`src/rtl/chain_walker_pkg.sv`:
```
package chain_walker_pkg;
  localparam int unsigned PTR_W = 24;
  localparam int unsigned LEN_W = 8;
  localparam logic [PTR_W-1:0] END_PTR = {PTR_W{1'b1}};

  typedef enum logic [1:0] {
    STOP_END  = 2'd0,
    STOP_LOOP = 2'd1,
    STOP_CAP  = 2'd2
  } stop_e;

  typedef enum logic [2:0] {
    ST_IDLE,
    ST_REQ,
    ST_WAIT,
    ST_UPD,
    ST_DONE
  } walk_st_e;
endpackage

```
`src/rtl/cw_loop_guard.sv`:
```
module cw_loop_guard
  import chain_walker_pkg::*;
(
  input  logic             clk_i,
  input  logic             rst_ni,
  input  logic             clear_i,
  input  logic             probe_i,
  input  logic [PTR_W-1:0] addr_i,
  output logic             hit_o
);
  logic [PTR_W-1:0] last_q, lo_q, hi_q;

  assign hit_o = (addr_i == lo_q) || (addr_i == hi_q);

  always_ff @(posedge clk_i or negedge rst_ni) begin
    if (!rst_ni) begin
      last_q <= END_PTR;
      lo_q   <= END_PTR;
      hi_q   <= END_PTR;
    end else if (clear_i) begin
      last_q <= END_PTR;
      lo_q   <= END_PTR;
      hi_q   <= END_PTR;
    end else if (probe_i && !hit_o) begin
      if (addr_i < last_q) lo_q <= addr_i;
      else                 hi_q <= addr_i;
      last_q <= addr_i;
    end
  end
endmodule

```
`src/rtl/cw_node_cap.sv`:
```
module cw_node_cap #(
  parameter int unsigned NODE_CAP = 2000000
) (
  input  logic clk_i,
  input  logic rst_ni,
  input  logic clear_i,
  input  logic inc_i,
  output logic over_o
);
  localparam int unsigned VIS_W = $clog2(NODE_CAP + 2) + 1;
  localparam logic [VIS_W-1:0] CAP_V = VIS_W'(NODE_CAP);

  logic [VIS_W-1:0] visits_q;

  assign over_o = visits_q > CAP_V;

  always_ff @(posedge clk_i or negedge rst_ni) begin
    if (!rst_ni)                          visits_q <= '0;
    else if (clear_i)                     visits_q <= '0;
    else if (inc_i && !(&visits_q))       visits_q <= visits_q + 1'b1;
  end
endmodule

```
`src/rtl/cw_sat_acc.sv`:
```
module cw_sat_acc
  import chain_walker_pkg::*;
#(
  parameter int unsigned CNT_W = 32
) (
  input  logic             clk_i,
  input  logic             rst_ni,
  input  logic             load_i,
  input  logic             add_i,
  input  logic [LEN_W-1:0] len_i,
  output logic [CNT_W-1:0] sum_o
);
  localparam int unsigned EXT_W = CNT_W + LEN_W + 1;
  localparam logic [EXT_W-1:0] MAX_V = EXT_W'({CNT_W{1'b1}});

  logic [CNT_W-1:0] acc_q;
  logic [EXT_W-1:0] sum_ext;

  assign sum_ext = EXT_W'(acc_q) + EXT_W'(len_i) + EXT_W'(1);
  assign sum_o   = acc_q;

  always_ff @(posedge clk_i or negedge rst_ni) begin
    if (!rst_ni)     acc_q <= '0;
    else if (load_i) acc_q <= CNT_W'(1);
    else if (add_i)  acc_q <= (sum_ext > MAX_V) ? {CNT_W{1'b1}} : sum_ext[CNT_W-1:0];
  end
endmodule

```
`src/rtl/chain_walker.sv`:
```
module chain_walker
  import chain_walker_pkg::*;
#(
  parameter int unsigned ADDR_W   = 21,
  parameter int unsigned CNT_W    = 32,
  parameter int unsigned NODE_CAP = 2000000
) (
  input  logic                            clk_i,
  input  logic                            rst_ni,
  input  logic                            start_i,
  input  logic [chain_walker_pkg::PTR_W-1:0] start_addr_i,
  output logic                            mem_req_o,
  output logic [ADDR_W-1:0]               mem_addr_o,
  input  logic [31:0]                     mem_rdata_i,
  output logic                            busy_o,
  output logic                            done_o,
  output logic [CNT_W-1:0]                word_count_o,
  output logic [1:0]                      stop_code_o
);
  localparam logic [PTR_W-1:0] ADDR_MASK =
    {{(PTR_W-ADDR_W){1'b0}}, {(ADDR_W-2){1'b1}}, 2'b00};

  walk_st_e         state_q;
  stop_e            stop_q;
  logic [PTR_W-1:0] cur_q, cur_m;
  logic [31:0]      hdr_q;
  logic             accept, cap_hit, loop_hit, req_ok;

  assign cur_m    = cur_q & ADDR_MASK;
  assign accept   = (state_q == ST_IDLE) && start_i;
  // cap is checked first; a capped walk never touches the loop tracker
  assign req_ok   = (state_q == ST_REQ) && !cap_hit && !loop_hit;

  assign mem_req_o    = req_ok;
  assign mem_addr_o   = cur_m[ADDR_W-1:0];
  assign busy_o       = (state_q != ST_IDLE);
  assign done_o       = (state_q == ST_DONE);
  assign stop_code_o  = stop_q;

  cw_loop_guard u_guard (
    .clk_i   (clk_i),
    .rst_ni  (rst_ni),
    .clear_i (accept),
    .probe_i ((state_q == ST_REQ) && !cap_hit),
    .addr_i  (cur_m),
    .hit_o   (loop_hit)
  );

  cw_node_cap #(.NODE_CAP(NODE_CAP)) u_cap (
    .clk_i   (clk_i),
    .rst_ni  (rst_ni),
    .clear_i (accept),
    .inc_i   (req_ok),
    .over_o  (cap_hit)
  );

  cw_sat_acc #(.CNT_W(CNT_W)) u_acc (
    .clk_i   (clk_i),
    .rst_ni  (rst_ni),
    .load_i  (accept),
    .add_i   (state_q == ST_UPD),
    .len_i   (hdr_q[31:24]),
    .sum_o   (word_count_o)
  );

  always_ff @(posedge clk_i or negedge rst_ni) begin
    if (!rst_ni) begin
      state_q <= ST_IDLE;
      stop_q  <= STOP_END;
      cur_q   <= '0;
      hdr_q   <= '0;
    end else begin
      unique case (state_q)
        ST_IDLE: if (start_i) begin
          cur_q   <= start_addr_i;
          stop_q  <= STOP_END;
          state_q <= ST_REQ;
        end
        ST_REQ: begin
          if (cap_hit) begin
            stop_q  <= STOP_CAP;
            state_q <= ST_DONE;
          end else if (loop_hit) begin
            stop_q  <= STOP_LOOP;
            state_q <= ST_DONE;
          end else begin
            state_q <= ST_WAIT;
          end
        end
        ST_WAIT: begin
          hdr_q   <= mem_rdata_i;
          state_q <= ST_UPD;
        end
        ST_UPD: begin
          if (hdr_q[PTR_W-1:0] == END_PTR) begin
            stop_q  <= STOP_END;
            state_q <= ST_DONE;
          end else begin
            cur_q   <= hdr_q[PTR_W-1:0];
            state_q <= ST_REQ;
          end
        end
        ST_DONE: state_q <= ST_IDLE;
        default: state_q <= ST_IDLE;
      endcase
    end
  end
endmodule

```
`config.mk`:
```
export PLATFORM = sky130hd
export DESIGN_NAME = chain_walker
export DESIGN_NICKNAME = d
export VERILOG_FILES = /design/src/rtl/chain_walker_pkg.sv /design/src/rtl/cw_loop_guard.sv /design/src/rtl/cw_node_cap.sv /design/src/rtl/cw_sat_acc.sv /design/src/rtl/chain_walker.sv
export SDC_FILE = /design/constraint.sdc
export NUM_CORES = 1
export LEC_CHECK = 0
export CAP_MARGIN = 20
export CORE_MARGIN = 2
export CORE_UTILIZATION = 51
export CTS_BUF_LIST = sky130_fd_sc_hd__clkbuf_16
export CTS_CLUSTER_SIZE = 8
export DETAILED_ROUTE_END_ITERATION = 10
export GPL_ROUTABILITY_DRIVEN = 0
export PLACE_DENSITY = 0.89
export SYNTH_ARGS = -nofsm -noshare
export SYNTH_HDL_FRONTEND = slang
export SYNTH_SLANG_ARGS = --single-unit
```
`constraint.sdc`:
```
create_clock -name clk_i -period 3.9 [get_ports clk_i]
set_input_delay 0.585 -clock clk_i [delete_from_list [all_inputs] [get_ports clk_i]]
set_output_delay 0.585 -clock clk_i [all_outputs]
set_load 0.005 [all_outputs]
```
=== Word-level counts from Yosys, hierarchy flattened ===
Cells that the tools add are included.

* Logic and storage cells: 74
* Input port bits: 59
* Register bits: 184
* Output and inout port bits: 58

* $lt $le $gt $ge: 3
* Reduce and logical (&&, ||, !) cells: 21
* Add/sub/neg operators: 3
* Mux-type cells: 26
* Eq/ne operators: 12

{| class="wikitable"
|+ Operators by type and width
! kind !! number
|-
| $mux 24 || 8
|-
| $mux 32 || 3
|-
| $eq 21x24->1 || 2
|-
| $mux 22 || 2
|-
| $mux 21 || 2
|-
| $pmux 21 s2 || 1
|-
| $add 41x1->41 const B || 1
|-
| $gt 41x32->1 const B || 1
|-
| $add 32x8->33 || 1
|-
| $eq 24x24->1 const B || 1
|-
| $lt 21x24->1 || 1
|-
| $add 22x1->22 const B || 1
|-
| $gt 22x21->1 const B || 1
|-
| $reduce_and 22->1 || 1
|-
| $mux 3 || 4
|-
| $pmux 3 s4 || 1
|-
| $reduce_bool 2->1 || 5
|-
| $mux 2 || 4
|-
| $ne 2x2->1 const B || 4
|-
| $eq 3x2->1 const B || 2
|-
| $pmux 2 s3 || 1
|-
| $reduce_bool 3->1 || 2
|-
| $logic_and 1x1->1 || 4
|-
| $reduce_and 2->1 || 2
|-
| 8 further kinds || 10
|}

=== Longest topological paths before layout ===
Gate-level depths: netlist of run 1.

* Depth in word-level cells: 7
* Mapped depth: 15
* Gate-level depth less buffers: 13

=== Cells and area by module ===
Synthesis of run 1 repeated with hierarchy kept, for this count alone.

* Cell total of the unflattened synthesis: 1117
* Area, all modules: 11164.5 sq um

{| class="wikitable"
|+ By module, submodules not included
! module !! cells each !! sequential area each (sq um) !! area each (sq um) !! times used
|-
| cw_loop_guard || 408 || 1891.8 || 4200.3 || 1
|-
| cw_sat_acc || 385 || 800.8 || 3118.0 || 1
|-
| chain_walker || 174 || 1401.3 || 2518.7 || 1
|-
| cw_node_cap || 150 || 550.5 || 1327.5 || 1
|}

=== Least setup slack after synthesis of run 1 ===
OpenSTA, ideal clock, no wires.

* Path type: reg2reg
* From: reg u_acc.acc_q[0] (netlist: u_acc.sum_o[0])
* To: reg u_acc.acc_q[31] (netlist: u_acc.sum_o[31])
* Path buffers: 1
* Library setup time: 0.137 ns
* Data arrival time: 3.578 ns
* Cell stages (with the launch flop): 15
* Path slack: 0.185 ns
* Clock period less this slack: 3.715 ns
* Required time: 3.763 ns
* Path through: dfrtp_1 ha_1 inv_1 fa_1 and2b_1 o2111ai_1 a21o_1 buf_4 nor2_1 nor4bb_1 o31ai_1 or4b_4 or4b_1 a21oi_1 a21oi_1

* Longest elaborated chain between the ends: 6

{| class="wikitable"
|+ Ends and longest elaborated chain
! element !! RTL line !! source
|-
| from (decl) || cw_sat_acc.sv:16 || <nowiki>logic [CNT_W-1:0] acc_q;</nowiki>
|-
| from (signal assigned) || cw_sat_acc.sv:25 || <nowiki>else if (add_i) acc_q <= (sum_ext > MAX_V) ? {CNT_W{1'b1}} : sum_ext[CNT_W-1:0];</nowiki>
|-
| $add 32x8->33 (*) || cw_sat_acc.sv:19 || <nowiki>assign sum_ext = EXT_W'(acc_q) + EXT_W'(len_i) + EXT_W'(1);</nowiki>
|-
| $add 41x1->41 (*) || cw_sat_acc.sv:19 ||
|-
| $gt 41x32->1 || cw_sat_acc.sv:25 ||
|-
| $mux 32 (*) (2 in series) || cw_sat_acc.sv:25 ||
|-
| $mux 32 (*) || cw_sat_acc.sv:24 || <nowiki>else if (load_i) acc_q <= CNT_W'(1);</nowiki>
|}

Every way passes the cells marked *; elsewhere a longest branch is shown, timed or not. The select of a mux whose other input is x is not followed.
A chain may end at the register's enable or synchronous reset.

=== Final worst setup path of run 1 ===
* From: reg u_acc.acc_q[2] (netlist: u_acc.sum_o[2])
* To: reg u_acc.acc_q[31] (netlist: u_acc.sum_o[31])

Same word-level chain as after synthesis.

==> results of run 1 <==
==> layer usage <==
metal	up-vias	share of wire
li1	4044	-
met1	4275	0.42
met2	402	0.47
met3	80	0.074
met4	0	0.031
met5	-	0
==> what timing repair did <==
action,in CTS,in global routing
gates resized for setup,3,20
hold buffers,0,0
buffers inserted,0,8
pin swaps,0,11
setup endpoints to repair,26,32
==> cell type report <==
class                           instances  share of cell area
Tap cell                              260              0.0267
Clock buffer                           19              0.0390
Timing Repair Buffer                  167               0.127
Multi-Input combinational cell        785               0.429
Inverter                               42              0.0129
Sequential cell                       170               0.355
Clock inverter                         13              0.0112
==> worst max-delay path by stage <==
stage	cells past startpoint	from	endpoint
finish	13	u_acc.sum_o[2]	u_acc.sum_o[31]
global route	13	u_acc.sum_o[2]	u_acc.sum_o[31]
CTS	13	u_acc.sum_o[0]	u_acc.sum_o[31]
detailed placement	15	u_acc.sum_o[0]	u_acc.sum_o[22]
global placement	15	u_acc.sum_o[0]	u_acc.sum_o[26]
floorplan	14	u_acc.sum_o[0]	u_acc.sum_o[31]
==> cells in the mapped netlist, types with 9 or more instances <==
master    count  area share
o211ai_1     43       0.033
ha_1         30       0.038
and2_1       10      0.0064
a31o_2       11      0.0098
nand3_1      19      0.0097
dfrtp_1     110        0.28
inv_1        42       0.016
nor3_1       21       0.011
or3_1         9      0.0057
o21ai_0      28       0.014
xnor2_1      44       0.039
nor4_1       12      0.0076
and3_1       16       0.010
nand4_1      24       0.015
o21a_1        9      0.0069
xor2_1       31       0.028
dfstp_2      60        0.16
a21o_1       10      0.0076
mux2_2       33       0.038
nand2_1     127       0.048
a21oi_1      66       0.034
clkbuf_1     47       0.018
nor2_1      107       0.041
a31oi_1      27       0.017
==> cell families after synthesis <==
kind of cell	after synthesis	share of synthesized area
AO/OA/AOI/OAI	245	0.169
flip-flops	170	0.440
multiplexers	35	0.0398
adder cells (fa/ha/maj)	31	0.0402
other	1	0.000381
AND/OR/NAND/NOR	396	0.200
XOR/XNOR	76	0.0684
buffers and inverters	103	0.0425
==> registers in the layout, indices dropped and copies added (netlist names) <==
| signal | flops |
|---|---|
| cur_q | 19 |
| hdr_q | 32 |
| state_q | 3 |
| stop_code_o | 2 |
| u_acc.sum_o | 32 |
| u_cap.visits_q | 22 |
| u_guard.hi_q | 20 |
| u_guard.last_q | 20 |
| u_guard.lo_q | 20 |
==> report_power, final <==
part	internal [W]	switching [W]	total, W
Combinational	0.00238	0.00282	0.00520
Clock	0.00103	0.000733	0.00176
Sequential	0.00271	0.000749	0.00346
Total	0.00612	0.00430	0.0104
==> critical path: stages (launching register included) <==
cell      delay (ps)
dfrtp_1          410
ha_1             330
a211oi_1         340
buf_4            200
nor4_4            50
buf_4            170
nor2_2           360
xnor2_1          250
nor3_2           220
and4_4           260
or4b_4           470
or4b_4           550
a21oi_2          120
a21oi_1           70
==> through the flow <==
| step | instances | power (W) | instance area [um^2] |
|---|---|---|---|
| 2_1_floorplan | 1058 | 0.00668 | 9840 |
| 3_3_place_gp | 1415 | 0.00805 | 11400 |
| 3_5_place_dp | 1415 | 0.00828 | 11400 |
| 4_1_cts | 1447 | 0.0101 | 12000 |
| 5_1_grt | 1456 | 0.0111 | 12200 |
| 6_report | 1456 | 0.0104 | 12200 |
==> run metrics, run 1 <==
area occupied by multi-input gates 5230 um^2; CTS tree built; Final Slew Violations 0; Setup Slack @ Placement -128 ps; worst-margin pin slew around 1100 ps; launch point of the worst reg-to-reg path u_acc.sum_o[2]; most common cell after layout, fill and taps aside nand2_1; Peak VDD IR 703 uV; initial antenna violation count 0; Hold Fails Final Rpt 0; Layout Nets about 1300; vias in the first global route 8374; Worst Setup Path Type reg2reg; final HPWL from detailed placement between 15000 and 20000 um; fin util 0.648; DIE AREA 20400 um^2; Worst-path clk slew about 60 ps; tightest hold margin 187 ps; commonest cells after routing, fill and taps aside nand2_1, dfrtp_1, clkdlybuf4s50_1; failing checks negative setup slack; Worst EP arrival between 4000 and 5000 ps; grt met2 use 0.396; slew margin rel. 0.279; Initial Utilization 0.522; outcome finished with violations; Synth Instances around 1100; count of unique library cells instantiated by Yosys between 80 and 90; min-delay worst type in2async; first-pass GRT wire length 41900 um; CP Capture Type flop; Seq/Total Area, Yosys 0.440; RSZ-0062 raised after global routing true; area occupied by registers 4330 um^2; Layout Skew approximately 13 ps; FP Rows 50; Mean Syn Cell Area between 9 and 10 um^2; H-Tree Depth 4; via count just under 9000; # IOs about 120; grt met3 use 0.0530; total of max-cap violations 0; Synth-to-Final Area Change 24.0%; drt drc 0; drt initial violations ~830; EDFF count, synth 0; R2R Setup Slk -30 ps; Sum Neg Setup Slack -29.0 ps; grt met1 use 0.358; number of port buffers 109; GRT Util Overall 0.259; DRT Wirelength about 26000 um; final worst-path cycle share 1.01; Fmax ~0.25 GHz; busiest grt layer met2; Horiz. Die Dim roughly 140 um; synthesized area roughly 10000 um^2; layout cell share with drive strength beyond 1 0.200; DRT Pass-1 Iters 7; pin count of the biggest net entering global routing around 80; worst r2r dst u_acc.sum_o[31]; Core ar. approximately 19000 um^2; async set-or-reset flop fraction in the synthesized netlist 1.00; grt ovf 0; Crit path required time 4200 ps; reg2reg path depth 13; CTS buffer count 17; filler cell count roughly 1400; Antenna Nets Post-Route 0; Setup crit start kind flop; synth warn 0; Post-synth top flop dfrtp_1; setup violators final 1; fin worst setup slack -29.0 ps; #FFs+latches synth 170; clock root cell clkbuf_16; critical-path maximum fanout 7; insertion delay to the later sink of the worst-skew pair 440 ps; Chip Height approximately 140 um; vias per cell ~6; LEAKAGE about 5.1 nW; clk buf depth 2; wire per inst 18.2 um; PwrDens 854 nW/um^2; crit path time final around 3900 ps; # clock sinks 170; diode count 0
Note: power is estimated with default switching activity, not from simulation.
==> run 2: changes to the inputs <==
--- a/config.mk
+++ b/config.mk
@@ -13,6 +13,7 @@
 export DETAILED_ROUTE_END_ITERATION = 10
 export GPL_ROUTABILITY_DRIVEN = 0
 export PLACE_DENSITY = 0.89
+export SKIP_LAST_GASP = 1
 export SYNTH_ARGS = -nofsm -noshare
 export SYNTH_HDL_FRONTEND = slang
 export SYNTH_SLANG_ARGS = --single-unit
==> results of run 2 <==
The final DEF is identical to that of run 1; final timing and power are the same.
==> run 3: changes to the inputs <==
--- a/config.mk
+++ b/config.mk
@@ -7,13 +7,14 @@
 export LEC_CHECK = 0
 export CAP_MARGIN = 20
 export CORE_MARGIN = 2
-export CORE_UTILIZATION = 51
-export CTS_BUF_LIST = sky130_fd_sc_hd__clkbuf_16
+export CORE_UTILIZATION = 53
+export CTS_BUF_LIST = sky130_fd_sc_hd__clkbuf_8
 export CTS_CLUSTER_SIZE = 8
 export DETAILED_ROUTE_END_ITERATION = 10
 export GPL_ROUTABILITY_DRIVEN = 0
-export PLACE_DENSITY = 0.89
+export PLACE_DENSITY = 0.91
 export SKIP_LAST_GASP = 1
+export SLEW_MARGIN = 40
 export SYNTH_ARGS = -nofsm -noshare
 export SYNTH_HDL_FRONTEND = slang
 export SYNTH_SLANG_ARGS = --single-unit
==> run 3 against run 2 <==
- the run now ends clean
- utilization up 0.84 points
- count of clock-buffer cells in the layout stayed put
- clock skew increased by 1.2 ps
- first-iteration DRC count increased by 11%
- die area decreased by 3.7%
- via count shrank 0.39%
- flip-flop and latch count unchanged
- global-route usage rose by 0.31 points
- highest routed layer unchanged
==> run metrics, run 3 (synthesis gave the netlist of run 1 again) <==
non-filler cells, final 1416 (-2.7%); setup violators final 0 (-1); final worst-path cycle share 0.967 (-0.0401); placed inst area 11300 um^2 (-0.56%); via count 8767 (-0.39%); worst-margin pin slew 761 ps (-320 ps); min-delay worst type reg2reg; insertion delay to the later sink of the worst-skew pair 470 ps (+30 ps); Chip Height 140 um (-1.9%); layout cell share with drive strength beyond 1 0.192 (-0.00775); R2R Setup Slk 130 ps (+160 ps); critical-path maximum fanout 5 (-2); Final Slew Violations 0 (unchanged); reg2reg path depth 13 (unchanged); launch point of the worst reg-to-reg path hdr_q[24]; total of max-cap violations 0 (unchanged); Setup crit start kind flop; Horiz. Die Dim 140 um (-1.9%); most common cell after layout, fill and taps aside nand2_1; DRT Wirelength 26300 um (-0.87%); number of port buffers 109 (unchanged); Worst-path clk slew 90 ps (+30 ps); fin util 0.656 (+0.00841); pin count of the biggest net entering global routing 105 (+28%); vias per cell 6.19 (+2.4%); HP Start u_guard.lo_q[22]; wire per inst 18.5 um (+1.9%); final HPWL from detailed placement 18200 um (+1.0%); LEAKAGE 4.99 nW (-3.0%); PwrDens 825 nW/um^2 (-3.3%); Peak VDD IR 662 uV (-5.8%); Initial Utilization 0.544 (+0.0215); Antenna Nets Post-Route 0 (unchanged); H-Tree Depth 4 (unchanged); hold path cells 2; grt ovf 0 (unchanged); clk buf depth 2 (unchanged); DIE AREA 19700 um^2 (-3.7%); initial antenna violation count 0 (unchanged); # IOs 117 (unchanged); CP Capture Type flop; vias in the first global route 8360 (-0.17%); Fmax 0.265 GHz (+4.1%); Final Cell Area 11900 um^2 (-2.7%); Worst EP arrival 4110 ps (-120 ps); first-pass GRT wire length 41700 um (-0.30%); Worst Setup Path Type reg2reg; Cell Count Post-Placement 1379 (-2.5%); drt drc 0 (unchanged); tightest hold margin 469 ps (+282 ps); slew margin rel. 0.493 (+0.213); Hold Fails Final Rpt 0 (unchanged); clock root cell clkbuf_8; filler cell count 1275 (-7.3%); outcome finished, final reports clean; Synth-to-Final Area Change 20.7%; commonest cells after routing, fill and taps aside nand2_1, dfrtp_1, clkdlybuf4s50_1; hold endpoint u_guard.lo_q[22]; Core ar. 18100 um^2 (-4.0%); FP Rows 49 (-2.0%); diode count 0 (unchanged); # clock sinks 170 (unchanged); GRT Util Overall 0.262 (+0.00308); Crit path required time 4240 ps (+40 ps); drt initial violations 918 (+11%); CTS tree built; Layout Skew 14.7 ps (+1.20 ps); CTS buffer count 17 (unchanged); Layout Nets 1264 (-0.71%); worst r2r dst u_acc.sum_o[31]; DRT Pass-1 Iters 6 (-1); crit path time final 3770 ps (-157 ps)
[run 3: how the worst max path moves through the flow]
| stage | slack [ps] | from | endpoint |
|---|---|---|---|
| finish | 130 | hdr_q[24] | u_acc.sum_o[31] |
| detailed placement | 30 | u_acc.sum_o[0] | u_acc.sum_o[31] |
| global route | -30 | hdr_q[24] | u_acc.sum_o[31] |
| global placement | 100 | u_acc.sum_o[0] | u_acc.sum_o[31] |
| floorplan | 180 | u_acc.sum_o[0] | u_acc.sum_o[31] |
| CTS | 10 | u_cap.visits_q[8] | mem_req_o |
[run 3: layer usage]
metal	GRT usage	up-vias	wire [um]
met3	0.0609	83	2020
met1	0.350	4256	10900
met2	0.422	419	12500
met5	0	-	0
li1	-	4009	-
met4	0.0920	0	807
[run 3: through the flow]
step,setup TNS [ps],worst slack [ps],power [W]
finish,0,128,0.00980
global route,-134,-25.6,0.0105
CTS,0,13.4,0.00956
detailed placement,0,28.8,0.00833
global placement,0,100,0.00802
floorplan,0,185,0.00668
[run 3: cell type report]
cell class,count,area [um^2],area share
repair buffers,158,1510,0.127
inverters,42,158,0.0133
multi-input cells,785,5230,0.440
clock inverters,13,103,0.00864
well taps,229,287,0.0241
clock buffers,19,262,0.0220
flip-flops and latches,170,4330,0.365
[run 3: timing repair]
action	CTS	global route
endpoints found under the setup margin	0	33
buffers inserted	0	3
endpoints found under the hold margin	0	10
resized for setup	0	25
hold buffers	0	1
[run 3: power breakdown]
part / switching [W] / total, W / internal, W
clock network: 0.000654 / 0.00119 / 0.000535
logic: 0.00276 / 0.00511 / 0.00235
registers: 0.000785 / 0.00349 / 0.00271
total: 0.00420 / 0.00980 / 0.00560
[run 3: critical path, cell delays in order (launching register included)]
cell	delay [ps]
dfrtp_1	360
ha_2	200
inv_1	60
fa_1	410
and2b_2	290
o2111ai_4	190
nand2_2	160
a221oi_1	150
nor4_4	350
and4_4	270
or4b_4	470
or4b_1	500
a21oi_1	150
a21oi_1	80
